===== src/rtl/nnx_pkg.sv =====
package nnx_pkg;

    localparam int unsigned DATA_W   = 32;
    localparam int unsigned IDX_W    = 5;
    localparam int unsigned QUAL_W   = 7;
    localparam logic [6:0]  OPC_NNX  = 7'b0101011;

    localparam logic [2:0]  SEL_SAT  = 3'b000;
    localparam logic [2:0]  SEL_DOT  = 3'b001;
    localparam logic [2:0]  SEL_MAC  = 3'b010;

    typedef enum logic [2:0] {
        OP_NONE,
        OP_SAT,
        OP_DOT,
        OP_MAC,
        OP_BAD
    } nnx_op_e;

    typedef struct packed {
        nnx_op_e             op;
        logic [IDX_W-1:0]    rd;
        logic [QUAL_W-1:0]   qual;
    } nnx_dec_t;

    typedef struct packed {
        logic                we;
        logic                bad;
        logic [IDX_W-1:0]    idx;
        logic [DATA_W-1:0]   data;
    } nnx_res_t;

    function automatic logic [6:0] f_opcode(input logic [31:0] w);
        return w[6:0];
    endfunction

    function automatic logic [2:0] f_sel(input logic [31:0] w);
        return w[14:12];
    endfunction

    function automatic logic [IDX_W-1:0] f_rd(input logic [31:0] w);
        return w[11:7];
    endfunction

    function automatic logic [QUAL_W-1:0] f_qual(input logic [31:0] w);
        return w[31:25];
    endfunction

endpackage


===== src/rtl/nnx_decode.sv =====
module nnx_decode
    import nnx_pkg::*;
(
    input  logic        valid,
    input  logic [31:0] instr,
    output nnx_dec_t    dec
);
    logic [2:0] sel;
    logic       qual_zero;

    assign sel       = f_sel(instr);
    assign qual_zero = (f_qual(instr) == '0);

    always_comb begin
        dec.rd   = f_rd(instr);
        dec.qual = f_qual(instr);
        dec.op   = OP_NONE;
        if (valid && f_opcode(instr) == OPC_NNX) begin
            unique case (sel)
                SEL_SAT: dec.op = OP_SAT;
                SEL_DOT: dec.op = qual_zero ? OP_DOT : OP_BAD;
                SEL_MAC: dec.op = qual_zero ? OP_MAC : OP_BAD;
                default: dec.op = OP_BAD;
            endcase
        end
    end
endmodule


===== src/rtl/nnx_sat.sv =====
module nnx_sat #(
    parameter int unsigned W      = 32,
    parameter int unsigned NPOS_W = 7
) (
    input  logic [W-1:0]      val,
    input  logic [W-1:0]      shamt,
    input  logic [NPOS_W-1:0] npos,
    output logic              ok,
    output logic [W-1:0]      res
);
    localparam int unsigned SH_W = $clog2(W);

    logic signed [W-1:0] shifted;
    logic signed [W:0]   wide;
    logic signed [W:0]   pw;
    logic signed [W:0]   lim_hi;
    logic signed [W:0]   lim_lo;
    logic signed [W:0]   clamped;
    logic [NPOS_W-1:0]   npos_m1;
    logic                shift_ok;
    logic                npos_ok;

    assign shift_ok = (shamt < W);
    assign npos_ok  = (npos != '0) && (npos <= NPOS_W'(W));
    assign ok       = shift_ok && npos_ok;

    assign shifted  = $signed(val) >>> shamt[SH_W-1:0];
    assign wide     = {shifted[W-1], shifted};
    assign npos_m1  = npos - NPOS_W'(1);
    assign pw       = $signed({{W{1'b0}}, 1'b1} << npos_m1);
    assign lim_hi   = pw - $signed({{W{1'b0}}, 1'b1});
    assign lim_lo   = -pw;

    always_comb begin
        if (wide > lim_hi)      clamped = lim_hi;
        else if (wide < lim_lo) clamped = lim_lo;
        else                    clamped = wide;
    end

    assign res = clamped[W-1:0];
endmodule


===== src/rtl/nnx_dot.sv =====
module nnx_dot #(
    parameter int unsigned W      = 32,
    parameter int unsigned LANE_W = 8
) (
    input  logic [W-1:0] a,
    input  logic [W-1:0] b,
    input  logic [W-1:0] acc,
    output logic [W-1:0] res
);
    localparam int unsigned LANES  = W / LANE_W;
    localparam int unsigned PROD_W = 2 * LANE_W;
    localparam int unsigned SUM_W  = PROD_W + $clog2(LANES) + 1;

    logic signed [PROD_W-1:0] prod [LANES];
    logic signed [SUM_W-1:0]  sum;

    for (genvar i = 0; i < LANES; i++) begin : g_lane
        assign prod[i] = $signed(a[i*LANE_W +: LANE_W]) * $signed(b[i*LANE_W +: LANE_W]);
    end

    always_comb begin
        sum = '0;
        for (int i = 0; i < LANES; i++) begin
            sum = sum + {{(SUM_W-PROD_W){prod[i][PROD_W-1]}}, prod[i]};
        end
    end

    assign res = acc + {{(W-SUM_W){sum[SUM_W-1]}}, sum};
endmodule


===== src/rtl/nnx_mac.sv =====
module nnx_mac #(
    parameter int unsigned W = 32
) (
    input  logic [W-1:0] a,
    input  logic [W-1:0] b,
    input  logic [W-1:0] acc,
    output logic [W-1:0] res
);
    logic signed [2*W-1:0] prod;

    assign prod = $signed(a) * $signed(b);
    assign res  = prod[W-1:0] + acc;
endmodule


===== src/rtl/nnx_alu.sv =====
module nnx_alu
    import nnx_pkg::*;
(
    input  logic        clk,
    input  logic        rst,
    input  logic        in_valid,
    input  logic [31:0] instr,
    input  logic [31:0] src_a,
    input  logic [31:0] src_b,
    input  logic [31:0] src_d,
    output logic        wr_en,
    output logic [4:0]  wr_idx,
    output logic [31:0] wr_data,
    output logic        illegal
);
    nnx_dec_t          dec;
    logic              sat_ok;
    logic [DATA_W-1:0] sat_res;
    logic [DATA_W-1:0] dot_res;
    logic [DATA_W-1:0] mac_res;
    nnx_res_t          nxt;
    nnx_res_t          cur;

    nnx_decode u_dec (
        .valid (in_valid),
        .instr (instr),
        .dec   (dec)
    );

    nnx_sat #(.W(DATA_W), .NPOS_W(QUAL_W)) u_sat (
        .val   (src_a),
        .shamt (src_b),
        .npos  (dec.qual),
        .ok    (sat_ok),
        .res   (sat_res)
    );

    nnx_dot #(.W(DATA_W), .LANE_W(8)) u_dot (
        .a   (src_a),
        .b   (src_b),
        .acc (src_d),
        .res (dot_res)
    );

    nnx_mac #(.W(DATA_W)) u_mac (
        .a   (src_a),
        .b   (src_b),
        .acc (src_d),
        .res (mac_res)
    );

    always_comb begin
        nxt.idx  = dec.rd;
        nxt.bad  = 1'b0;
        nxt.we   = 1'b0;
        nxt.data = '0;
        unique case (dec.op)
            OP_SAT: begin
                nxt.we   = sat_ok;
                nxt.data = sat_res;
            end
            OP_DOT: begin
                nxt.we   = 1'b1;
                nxt.data = dot_res;
            end
            OP_MAC: begin
                nxt.we   = 1'b1;
                nxt.data = mac_res;
            end
            OP_BAD:  nxt.bad = 1'b1;
            default: ;
        endcase
        if (dec.rd == '0) nxt.we = 1'b0;
    end

    always_ff @(posedge clk) begin
        if (rst) begin
            cur <= '0;
        end else begin
            cur <= nxt;
        end
    end

    assign wr_en   = cur.we;
    assign wr_idx  = cur.idx;
    assign wr_data = cur.data;
    assign illegal = cur.bad;
endmodule


===== config.mk =====
export PLATFORM = sky130hd
export DESIGN_NAME = nnx_alu
export DESIGN_NICKNAME = d
export VERILOG_FILES = /design/src/rtl/nnx_pkg.sv /design/src/rtl/nnx_decode.sv /design/src/rtl/nnx_sat.sv /design/src/rtl/nnx_dot.sv /design/src/rtl/nnx_mac.sv /design/src/rtl/nnx_alu.sv
export SDC_FILE = /design/constraint.sdc
export NUM_CORES = 2
export LEC_CHECK = 0
export BUFFER_PORTS_ARGS = -buffer_cell sky130_fd_sc_hd__buf_2
export CAP_MARGIN = 25
export CORE_ASPECT_RATIO = 0.6
export CORE_MARGIN = 5
export CORE_UTILIZATION = 70
export CTS_CLUSTER_DIAMETER = 80
export DETAILED_ROUTE_END_ITERATION = 12
export GPL_TIMING_DRIVEN = 0
export PLACE_DENSITY = 0.89
export RECOVER_POWER = 100
export SETUP_SLACK_MARGIN = 0.15
export SLEW_MARGIN = 20
export SYNTH_ARGS = -nofsm -noshare
export SYNTH_HDL_FRONTEND = slang
export SYNTH_SLANG_ARGS = --single-unit

===== constraint.sdc =====
create_clock -name clk -period 19.59 [get_ports clk]
set_input_delay 1.959 -clock clk [delete_from_list [all_inputs] [get_ports clk]]
set_output_delay 1.959 -clock clk [all_outputs]
set_load 0.01 [all_outputs]

==> impl_metrics.tcl <==
set metrics [dict create \
    status "finished with violations" \
    violations "DRC, capacitance limit, slew limit" \
    number_of_synthesis_warnings 0 \
    netlist_top_cells_area "sky130_fd_sc_hd__fa_1 41%, sky130_fd_sc_hd__ha_1 14%, sky130_fd_sc_hd__inv_1 9.6%" \
    timing.final.max_slew_violations 17 \
    synth_enable_flop_cells 0 \
    area.growth.synth_to_final_pct 5.009 \
    postCtsResizedCells 0 \
    timing.final.crit_share_pct 89.29 \
    cts_tree "built" \
    post-cts-setup-buffers 0 \
    clock_tree.root_cell "sky130_fd_sc_hd__clkbuf_16" \
    grt_overflow_total 0 \
    reg_area_um2 780.7 \
    via_density_per_instance 6.833 \
    drt_wl_total_mm 153.3 \
    synthesis.area_um2 35000 \
    synth_cell_type_count 82 \
    clock_tree.htree_level_count 2 \
    globalRouteTotalUtil_pct 55.43 \
    cts_made_buffers 5 \
    rsz0062_at_grt "false" \
    routedWlPerCell_um 30.78 \
    drtPass1Iterations 13 \
    fraction_of_synthesis_flops_using_an_asynchronous_set_or_reset_pin_pct 0 \
    grt_pass1_wl_mm 220.3 \
    multiInputGateArea_um2 30130 \
    die_y_um 183.2 \
    post_route_insts_no_fill 4981 \
    number_of_global_route_vias_before_repair 34890 \
    cp.arrival_ps 17700 \
    hold_buffers 0 \
    cts.reportedPaths.clkPinSlew_ps 70 \
    dieWidth_um 298.7 \
    critical_path_buf_inv_count 10 \
    clock-sinks 39 \
    share_of_the_synthesized_area_in_the_top_cell_type_pct 40.61 \
    placeableCoreArea_um2 49420 \
    period_needed_ps 17490 \
    route.vias.total 34040 \
    cp.required_ps 19800 \
    synth_seq_cells 39 \
    drc 2 \
    start_util_pct 70.81 \
    seq_area_frac_synth_pct 2.231 \
    timing.final.hold_violations 0 \
    timing.setup.tns_ps 0 \
    critical_path.endpoint_type "register" \
    portBuffers 144 \
    core.rowCount 63 \
    route.antenna.remaining_nets 0 \
    tightestPinTransition_ps 3925 \
    crit_type "in -> reg" \
    syn_nets 5374 \
    fp.dieArea_um2 54720 \
    synthTopCellsByCount "894 x sky130_fd_sc_hd__inv_1, 710 x sky130_fd_sc_hd__fa_1, 570 x sky130_fd_sc_hd__nand2_1" \
    dpl.cell_count 4949 \
    final-setup-viol-count 0 \
    commonest_register_cell_after_synthesis "sky130_fd_sc_hd__dfxtp_1" \
    ioPinCount 170 \
    cts_buffer_depth 2 \
    maximum_number_of_pins_on_one_net_before_global_route_repair 17 \
    gp_congestion 1.179 \
    critical_path_s_most_frequent_cell "sky130_fd_sc_hd__fa_1" \
    worstPathMaxFanout 16 \
    slew-limit-headroom_pct -164.4 \
    library_cell_with_the_highest_instance_count_after_synthesis "sky130_fd_sc_hd__inv_1" \
    syn-instance-count 4153 \
    fillCellCount 3341 \
    detailedRoute.firstIterationViolations 5939 \
    top_achievable_clock_speed_ghz 0.05717 \
    netlist.top_cell.by_area "sky130_fd_sc_hd__fa_1" \
    cp_slowest_cell "sky130_fd_sc_hd__o21ai_0" \
    hold_class "in -> reg" \
    cap_violations 1 \
    design.final.nets 5532 \
    share_of_layout_cells_above_drive_strength_1_pct 3.966 \
    worstSetupStartpointType "input port" \
    cp_top_family "compound AO/OA/AOI/OAI gates" \
    syn_avg_cell_area_um2 8.427 \
    detailedPlacementHpwl_mm 130.9 \
    max_stage_delay_ps 2910 \
    grt_antenna_before_repair 13 \
]
==> metrics by stage <==
| step | util [%] | hold slack (ps) | area [um2] | worst slack [ps] |
|---|---|---|---|---|
| detailed placement | 74.03 | 2198 | 36590 | 4392 |
| floorplan | - | 2031 | 35000 | 6682 |
| global route | 74.30 | 1899 | 36720 | 2312 |
| finish | 74.36 | 1879 | 36750 | 2099 |
| global placement | 73.91 | 2182 | 36530 | 3312 |
| CTS | 74.31 | 1879 | 36730 | 4639 |
==> registers in the layout (all words and copies together) (netlist names) <==
signal	flops
illegal	1
wr_en	1
wr_idx	5
wr_data	32
==> path summary, 6_finish.rpt <==
| kind | startpoint | endpoint | slack [ps] | cells after the start |
|---|---|---|---|---|
| max | src_b[2] | wr_data[31] | 2100 | 45 |
| min | instr[8] | wr_idx[1] | 1880 | 2 |
==> area by class of cell <==
class | count | area share [%]
diodes | 19 | 0.1294
plain buffers | 199 | 2.043
clock buffers | 6 | 0.3507
clock inverters | 2 | 0.03405
inverters | 896 | 9.152
multi-input cells | 3019 | 81.98
flip-flops and latches | 39 | 2.124
well taps | 650 | 2.213
repair buffers | 151 | 1.978
==> cell families (layout without fill, tap and decap cells) <==
kind of cell / after synthesis / in the layout / share of synthesized area [%]
and+or+nand+nor: 1160 / 1160 / 15.61
AOI/OAI and AO/OA: 523 / 523 / 9.367
buffers and inverters: 1095 / 1254 / 11.78
muxes: 50 / 50 / 1.906
xor gates and xnor gates: 195 / 195 / 4.880
adders and majority gates: 1091 / 1091 / 54.23
other: 0 / 19 / 0
DFF: 39 / 39 / 2.231
==> placed cells by master (no fill, tap or decap), types with 21 or more instances in the layout <==
master                     netlist  layout
sky130_fd_sc_hd__a21o_1         47      47
sky130_fd_sc_hd__ha_1          380     380
sky130_fd_sc_hd__fa_1          710     710
sky130_fd_sc_hd__xnor2_1       152     152
sky130_fd_sc_hd__nand3_1        34      34
sky130_fd_sc_hd__mux2i_1        25      25
sky130_fd_sc_hd__o21bai_1       24      24
sky130_fd_sc_hd__nor2_1        144     144
sky130_fd_sc_hd__buf_2           3     106
sky130_fd_sc_hd__inv_1         894     894
sky130_fd_sc_hd__and2_1        220     220
sky130_fd_sc_hd__o21ai_0       117     118
sky130_fd_sc_hd__nor3_1         36      35
sky130_fd_sc_hd__nand2_1       570     570
sky130_fd_sc_hd__xor2_1         43      43
sky130_fd_sc_hd__a31oi_1        27      27
sky130_fd_sc_hd__nand2b_1       41      41
sky130_fd_sc_hd__nor2b_1        21      21
sky130_fd_sc_hd__o22ai_1        23      23
sky130_fd_sc_hd__clkbuf_1      181     228
sky130_fd_sc_hd__dfxtp_1        39      39
sky130_fd_sc_hd__a21oi_1       157     157
==> layer usage <==
metal	up-vias	share of wire [%]	GRT usage, %
met5	-	0.71	9.099
met4	27	7.0	27.81
met3	999	22	41.94
met2	3624	36	68.96
met1	16220	35	68.65
li1	13170	-	-
Power is left out: the tool's default activity adds up to more than one toggle a clock period on the data nets, which glitch-free logic cannot reach.
